## src/rtl/usb_in_ep_pkg.sv

```systemverilog
package usb_in_ep_pkg;
  typedef enum logic [1:0] {
    EP_CTRL = 2'b00,
    EP_ISO  = 2'b01,
    EP_BULK = 2'b10,
    EP_INTR = 2'b11
  } ep_kind_e;

  typedef enum logic [2:0] {
    HS_NONE  = 3'd0,
    HS_STALL = 3'd1,
    HS_NAK   = 3'd2,
    HS_ZLP   = 3'd3,
    HS_DATA0 = 3'd4,
    HS_DATA1 = 3'd5
  } hs_resp_e;
endpackage

```

## src/rtl/in_ep_cfg.sv

```systemverilog
module in_ep_cfg
  import usb_in_ep_pkg::*;
#(
  parameter int FIFO_NUM_W = 4
) (
  input  logic                  clk_i,
  input  logic                  rst_ni,
  input  logic                  cfg_wr_i,
  input  logic [1:0]            ep_type_i,
  input  logic [FIFO_NUM_W-1:0] fifo_num_i,
  output ep_kind_e              ep_kind_o,
  output logic [FIFO_NUM_W-1:0] fifo_num_o
);
  ep_kind_e              kind_q;
  logic [FIFO_NUM_W-1:0] fifo_q;

  always_ff @(posedge clk_i or negedge rst_ni) begin
    if (!rst_ni) begin
      kind_q <= EP_CTRL;
      fifo_q <= '0;
    end else if (cfg_wr_i) begin
      kind_q <= ep_kind_e'(ep_type_i);
      fifo_q <= fifo_num_i;
    end
  end

  assign ep_kind_o  = kind_q;
  assign fifo_num_o = fifo_q;

  assert_cfg_hold_R2: assert property (@(posedge clk_i) disable iff (!rst_ni)
    !cfg_wr_i |=> $stable(fifo_q) && $stable(kind_q));
endmodule

```

## src/rtl/in_ep_stall_nak.sv

```systemverilog
module in_ep_stall_nak
  import usb_in_ep_pkg::*;
(
  input  logic     clk_i,
  input  logic     rst_ni,
  input  ep_kind_e ep_kind_i,
  input  logic     stall_set_i,
  input  logic     stall_clr_i,
  input  logic     setup_i,
  input  logic     nak_set_i,
  input  logic     nak_clr_i,
  output logic     stall_o,
  output logic     nak_o
);
  logic stall_q, nak_q;
  logic stall_clear;

  // control endpoints leave stall only through SETUP; others only through software
  assign stall_clear = (ep_kind_i == EP_CTRL) ? setup_i : stall_clr_i;

  always_ff @(posedge clk_i or negedge rst_ni) begin
    if (!rst_ni) begin
      stall_q <= 1'b0;
      nak_q   <= 1'b0;
    end else begin
      if (stall_set_i)      stall_q <= 1'b1;
      else if (stall_clear) stall_q <= 1'b0;
      if (nak_set_i)        nak_q <= 1'b1;
      else if (nak_clr_i)   nak_q <= 1'b0;
    end
  end

  assign stall_o = stall_q;
  assign nak_o   = nak_q;

  assert_ctrl_sw_clr_ignored_R5: assert property (@(posedge clk_i) disable iff (!rst_ni)
    (ep_kind_i == EP_CTRL && stall_q && !setup_i) |=> stall_q);
  assert_setup_ignored_R6: assert property (@(posedge clk_i) disable iff (!rst_ni)
    (ep_kind_i != EP_CTRL && stall_q && !stall_clr_i) |=> stall_q);
  assert_nak_set_wins_R7: assert property (@(posedge clk_i) disable iff (!rst_ni)
    nak_set_i |=> nak_q);
endmodule

```

## src/rtl/in_ep_toggle.sv

```systemverilog
module in_ep_toggle (
  input  logic clk_i,
  input  logic rst_ni,
  input  logic d0_i,
  input  logic wr_i,
  input  logic val_i,
  input  logic ack_i,
  output logic bit_o
);
  logic bit_q;

  always_ff @(posedge clk_i or negedge rst_ni) begin
    if (!rst_ni)    bit_q <= 1'b0;
    else if (d0_i)  bit_q <= 1'b0;
    else if (wr_i)  bit_q <= val_i;
    else if (ack_i) bit_q <= ~bit_q;
  end

  assign bit_o = bit_q;

  assert_d0_forces_R11: assert property (@(posedge clk_i) disable iff (!rst_ni)
    d0_i |=> !bit_q);
  assert_ack_flips_R12: assert property (@(posedge clk_i) disable iff (!rst_ni)
    (ack_i && !d0_i && !wr_i) |=> bit_q != $past(bit_q));
endmodule

```

## src/rtl/in_ep_resp.sv

```systemverilog
module in_ep_resp
  import usb_in_ep_pkg::*;
(
  input  logic     clk_i,
  input  logic     rst_ni,
  input  logic     in_token_i,
  input  ep_kind_e ep_kind_i,
  input  logic     stall_i,
  input  logic     nak_i,
  input  logic     global_nak_i,
  input  logic     fifo_avail_i,
  input  logic     frame_odd_i,
  input  logic     pid_bit_i,
  input  logic     xfer_ack_i,
  output logic     resp_valid_o,
  output hs_resp_e resp_o,
  output logic     ack_ok_o
);
  hs_resp_e dec;
  hs_resp_e resp_q;
  logic     valid_q, pend_q, is_data;

  always_comb begin
    if (stall_i)                    dec = HS_STALL;
    else if (nak_i || global_nak_i) dec = HS_NAK;
    else if (ep_kind_i == EP_ISO)
      dec = (frame_odd_i == pid_bit_i && fifo_avail_i) ? HS_DATA0 : HS_ZLP;
    else if (fifo_avail_i)          dec = pid_bit_i ? HS_DATA1 : HS_DATA0;
    else                            dec = HS_NAK;
  end

  // only a non-iso data answer arms the toggle
  assign is_data  = (dec == HS_DATA0 || dec == HS_DATA1) && ep_kind_i != EP_ISO;
  assign ack_ok_o = xfer_ack_i && pend_q;

  always_ff @(posedge clk_i or negedge rst_ni) begin
    if (!rst_ni) begin
      valid_q <= 1'b0;
      resp_q  <= HS_NONE;
      pend_q  <= 1'b0;
    end else begin
      valid_q <= in_token_i;
      if (in_token_i) begin
        resp_q <= dec;
        pend_q <= is_data;
      end else if (ack_ok_o) begin
        pend_q <= 1'b0;
      end
    end
  end

  assign resp_valid_o = valid_q;
  assign resp_o       = resp_q;

  assert_stall_first_R4: assert property (@(posedge clk_i) disable iff (!rst_ni)
    (in_token_i && stall_i) |=> resp_valid_o && resp_o == HS_STALL);
  assert_single_pulse_R3: assert property (@(posedge clk_i) disable iff (!rst_ni)
    !in_token_i |=> !resp_valid_o);
  assert_nak_src_R8: assert property (@(posedge clk_i) disable iff (!rst_ni)
    (in_token_i && !stall_i && (nak_i || global_nak_i)) |=> resp_o == HS_NAK);
  assert_iso_mismatch_zlp_R10: assert property (@(posedge clk_i) disable iff (!rst_ni)
    (in_token_i && !stall_i && !nak_i && !global_nak_i && ep_kind_i == EP_ISO
     && frame_odd_i != pid_bit_i) |=> resp_o == HS_ZLP);
endmodule

```

## src/rtl/usb_in_ep_hs.sv

```systemverilog
module usb_in_ep_hs
  import usb_in_ep_pkg::*;
#(
  parameter int FIFO_NUM_W = 4
) (
  input  logic                  clk_i,
  input  logic                  rst_ni,
  input  logic                  cfg_wr_i,
  input  logic [1:0]            ep_type_i,
  input  logic [FIFO_NUM_W-1:0] fifo_num_i,
  input  logic                  stall_set_i,
  input  logic                  stall_clr_i,
  input  logic                  setup_i,
  input  logic                  nak_set_i,
  input  logic                  nak_clr_i,
  input  logic                  pid_d0_i,
  input  logic                  pid_wr_i,
  input  logic                  pid_val_i,
  input  logic                  in_token_i,
  input  logic                  frame_odd_i,
  input  logic                  global_nak_i,
  input  logic                  fifo_avail_i,
  input  logic                  xfer_ack_i,
  output logic                  resp_valid_o,
  output logic [2:0]            resp_o,
  output logic                  stall_o,
  output logic                  nak_o,
  output logic                  pid_bit_o,
  output logic [1:0]            ep_type_o,
  output logic [FIFO_NUM_W-1:0] fifo_num_o
);
  ep_kind_e kind;
  hs_resp_e resp;
  logic     stall, nak, pid_bit, ack_ok;

  in_ep_cfg #(.FIFO_NUM_W(FIFO_NUM_W)) u_cfg (
    .clk_i, .rst_ni, .cfg_wr_i, .ep_type_i, .fifo_num_i,
    .ep_kind_o(kind), .fifo_num_o
  );

  in_ep_stall_nak u_sn (
    .clk_i, .rst_ni, .ep_kind_i(kind), .stall_set_i, .stall_clr_i, .setup_i,
    .nak_set_i, .nak_clr_i, .stall_o(stall), .nak_o(nak)
  );

  in_ep_toggle u_tgl (
    .clk_i, .rst_ni, .d0_i(pid_d0_i), .wr_i(pid_wr_i), .val_i(pid_val_i),
    .ack_i(ack_ok), .bit_o(pid_bit)
  );

  in_ep_resp u_resp (
    .clk_i, .rst_ni, .in_token_i, .ep_kind_i(kind), .stall_i(stall), .nak_i(nak),
    .global_nak_i, .fifo_avail_i, .frame_odd_i, .pid_bit_i(pid_bit), .xfer_ack_i,
    .resp_valid_o, .resp_o(resp), .ack_ok_o(ack_ok)
  );

  assign resp_o    = resp;
  assign stall_o   = stall;
  assign nak_o     = nak;
  assign pid_bit_o = pid_bit;
  assign ep_type_o = kind;
endmodule

```

## config.mk

```make
export PLATFORM = sky130hd
export DESIGN_NAME = usb_in_ep_hs
export DESIGN_NICKNAME = d
export VERILOG_FILES = /design/src/rtl/usb_in_ep_pkg.sv /design/src/rtl/in_ep_cfg.sv /design/src/rtl/in_ep_stall_nak.sv /design/src/rtl/in_ep_toggle.sv /design/src/rtl/in_ep_resp.sv /design/src/rtl/usb_in_ep_hs.sv
export SDC_FILE = /design/constraint.sdc
export NUM_CORES = 1
export LEC_CHECK = 0
export ABC_CLOCK_PERIOD_IN_PS = 1200
export BUFFER_PORTS_ARGS = -buffer_cell sky130_fd_sc_hd__clkbuf_2
export CAP_MARGIN = 20
export CORE_MARGIN = 1.5
export CORE_UTILIZATION = 37
export CTS_CLUSTER_SIZE = 24
export DETAILED_ROUTE_END_ITERATION = 10
export GPL_TIMING_DRIVEN = 0
export PLACE_DENSITY = 0.72
export SYNTH_ARGS = -nofsm -noshare
export SYNTH_HDL_FRONTEND = slang
export SYNTH_SLANG_ARGS = --single-unit
```

## constraint.sdc

```tcl
create_clock -name clk_i -period 1.2 [get_ports clk_i]
set_input_delay 0.12 -clock clk_i [delete_from_list [all_inputs] [get_ports clk_i]]
set_output_delay 0.12 -clock clk_i [all_outputs]
set_load 0.01 [all_outputs]
```

==> flow_summary.yaml <==
setup_path:
  start_kind: "flip-flop"
  r2r-start: "u_cfg.ep_kind_o[1]"
  crit_start: "u_cfg.ep_kind_o[1]"
  rr_endpoint: "u_resp.resp_o[1]"
  end_kind: "flip-flop"
  worst_path_max_delay_cell: "dfrtp_1"
  critPathCapture: "u_resp.resp_o[1]"
  crit_chain: "and2b_2 -> a2111oi_4 -> o22ai_1"
  cpPeakStageDelay_ns: 0.40
  r2r_slack_ns: -0.04
  path_class: "reg -> reg"
  cp.arrival_ns: 1.39
  reg2regPathDepth: 3
  crit_required_ns: 1.36
  worst-path-max-fanout: 5
clock_network:
  cts_max_path_buffers: 2
  path_clk_slew_ns: 0.09
  cts_tree: "built"
  cts.htree.levels: 1
  numCtsBuffers: 3
  cts_root_buf: "clkbuf_4"
  clk_latency_ns: 0.28
  clock-sinks: 14
global_routing:
  antenna_found_initial: 0
  grt_first_pass_wirelength_mm: 2.20
  grt_max_degree: 15
  grt_usage_pct: 15.6
  grt.busiest_layer: "met2"
  use_met2_pct: 24.4
  grt_pass1_vias: 524
  grtUsageMet1_pct: 22.1
  use_met3_pct: 2.45
  gr-total-overflow: 0
timing:
  drv_slew: 0
  hold_viol: 0
  rsz0062_at_grt: "yes"
  setup_ws_ns: -0.0367
  fmax_mhz: 809
  min_period_over_period_pct: 103
  skew_ns: 0.00518
  setup-violations-final: 1
  post-route-min-period_ns: 1.24
  relSlewSlack_pct: 77.0
  worst_pin_slew_ns: 0.345
floorplanning:
  die_h_um: 44.1
  io_pins: 35
  coreArea_um2: 1540
  die_area_um2: 1940
  start_util_pct: 40.5
  fp-row-count: 14
  die_w_um: 44.1
layout:
  finalNonFillerCells: 112
  areaGrowthSynthToFinish_pct: 49.7
  drive_above_1_share_pct: 59.4
  fillers: 144
  nets: 119
  post-route-util_pct: 60.6
  fin_area_um2: 935
  insertedDiodeCount: 0
power_and_ir_drop:
  power-per-cell-area_nw_per_um2: 1180
  peakVddDrop_v: 0.000715
  leakagePower_nw: 0.456
placed_design:
  place_area_um2: 811
  hpwl_um: 972
  dpl_worst_slack_ns: -0.0625
  place_inst: 102
  port_buffers: 33
  finalWeightedCongestion: 0.729
yosys:
  ys_ff_latch: 14
  mappedNetlistNets: 75
  yosysSeqAreaShare_pct: 56.1
  syn-instance-count: 53
  syn_area_um2: 624
  synth-warning-count: 0
  ys_types: 23
  synth_area_per_cell_um2: 11.8
route:
  drt-wirelength-per-cell_um: 12.1
  routed_via_density: 4.85
  drc: 0
  drt_iter0_drc: 6
  via_count: 543
  ant_nets: 0
  wl_mm: 1.36
  dr.pass1.iters: 2
status:
  failed_checks: "setup timing"
  status: "finished, violations left"
min_path:
  hp-class: "in -> reg"
job:
  maxCapViolCount: 0
## worst min-delay path by stage
stage               from            endpoint  slack (ns)  cells past startpoint
2_1_floorplan     rst_ni  u_cfg.ep_kind_o[0]       -0.18                      0
6_report       nak_set_i          u_sn.nak_o        0.02                      2
5_1_grt        nak_set_i          u_sn.nak_o        0.03                      2
3_3_place_gp      rst_ni    u_resp.resp_o[0]        0.04                      1
3_5_place_dp      rst_ni    u_resp.resp_o[0]        0.04                      1
4_1_cts        nak_set_i          u_sn.nak_o        0.01                      2
## per-layer routing
layer  wire length, µm  part of all wire [%]  vias up
li1                  -                     -      275
met4                 0                     0        0
met3                93                   6.8        0
met1               624                    46      245
met2               642                    47       23
met5                 0                     0        -
## registers in the layout, summed over array words and instances (netlist names)
| name | cells |
|---|---|
| u_resp.pend_q | 1 |
| u_sn.stall_o | 1 |
| u_cfg.ep_kind_o | 2 |
| u_resp.resp_o | 3 |
| u_resp.resp_valid_o | 1 |
| u_sn.nak_o | 1 |
| u_tgl.bit_o | 1 |
| u_cfg.fifo_num_o | 4 |
## power breakdown
| part | switching [mW] | leakage, nW | internal [mW] |
|---|---|---|---|
| combinational | 0.104 | 0.271 | 0.119 |
| clock | 0.150 | 0.0210 | 0.184 |
| sequential | 0.0303 | 0.164 | 0.512 |
| total | 0.285 | 0.456 | 0.815 |
## synthesized netlist by cell type (all sizes together)
cell type	number	area share [%]
nand3b	1	1.2
nand4b	1	1.4
mux2	7	13
o21ai	3	2.4
a21oi	2	1.6
a2111oi	1	2.4
nand2b	2	2.0
a21o	1	1.2
xor2	2	2.8
clkbuf	1	0.60
or2	1	1.0
dfrtp	14	56
inv	4	2.4
and2b	1	1.2
a31o	1	1.4
nor4b	1	1.4
o22ai	1	1.0
a21boi	1	1.2
nor2	3	1.8
nand2	3	1.8
a211oi	1	1.2
o31ai	1	1.2
## cell type report
cell class,instances,area [µm²],area share (%)
Timing Repair Buffer,39,219,23.4
Tap cell,16,20.0,2.14
Clock buffer,4,36.3,3.88
Inverter,4,15.0,1.61
Buffer,1,3.75,0.402
Sequential cell,14,354,37.9
Multi-Input combinational cell,34,287,30.7
## worst max-delay path, delay by kind of cell (launching register included)
family,cells,cell delay [ns]
AOI/OAI and AO/OA,2,0.45
DFF,1,0.40
and+or+nand+nor,1,0.27
## kinds of logic after synthesis
kind of cell / synth area share, %
AOI/OAI and AO/OA: 13.6
xor gates and xnor gates: 2.81
muxes: 12.6
and+or+nand+nor: 11.8
buffers and inverters: 3.00
DFF: 56.1
## metrics by stage
stage | total power [mW] | hold WS [ns] | TNS [ns]
CTS | 1.09 | 0.0129 | -0.0315
finish | 1.10 | 0.0222 | -0.0367
detailed placement | 0.738 | 0.0413 | -0.0892
global placement | 0.732 | 0.0411 | -0.0462
floorplan | 0.638 | -0.176 | 0
global route | 1.16 | 0.0272 | -0.134
## placed cells by master, fill, tap and decap left out
cell	n
nand4b_1	1
clkbuf_1	1
o22ai_1	1
inv_1	4
nor4b_2	1
buf_6	1
a21oi_1	1
a2111oi_4	1
o21ai_0	2
a21boi_1	1
a211oi_1	1
nor2_1	3
dfrtp_1	11
a21o_1	1
dfrtp_2	3
mux2_2	7
xor2_2	1
nand3b_1	1
xor2_1	1
a21oi_2	1
clkbuf_4	3
clkbuf_8	1
o21ai_1	1
dlygate4sd3_1	2
buf_4	3
o31ai_1	1
nand2b_1	2
a31o_2	1
clkbuf_2	33
nand2_1	3
and2b_2	1
or2_1	1
## what timing repair did
action | 4_1_cts | 5_1_grt
buffers inserted | 1 | 3
setup endpoints to repair | 2 | 3
hold endpoints to repair | 15 | 0
hold buffers | 2 | 0
resized for setup | 1 | 7
pin swaps | 0 | 2
(Power assumes the default switching activity.)
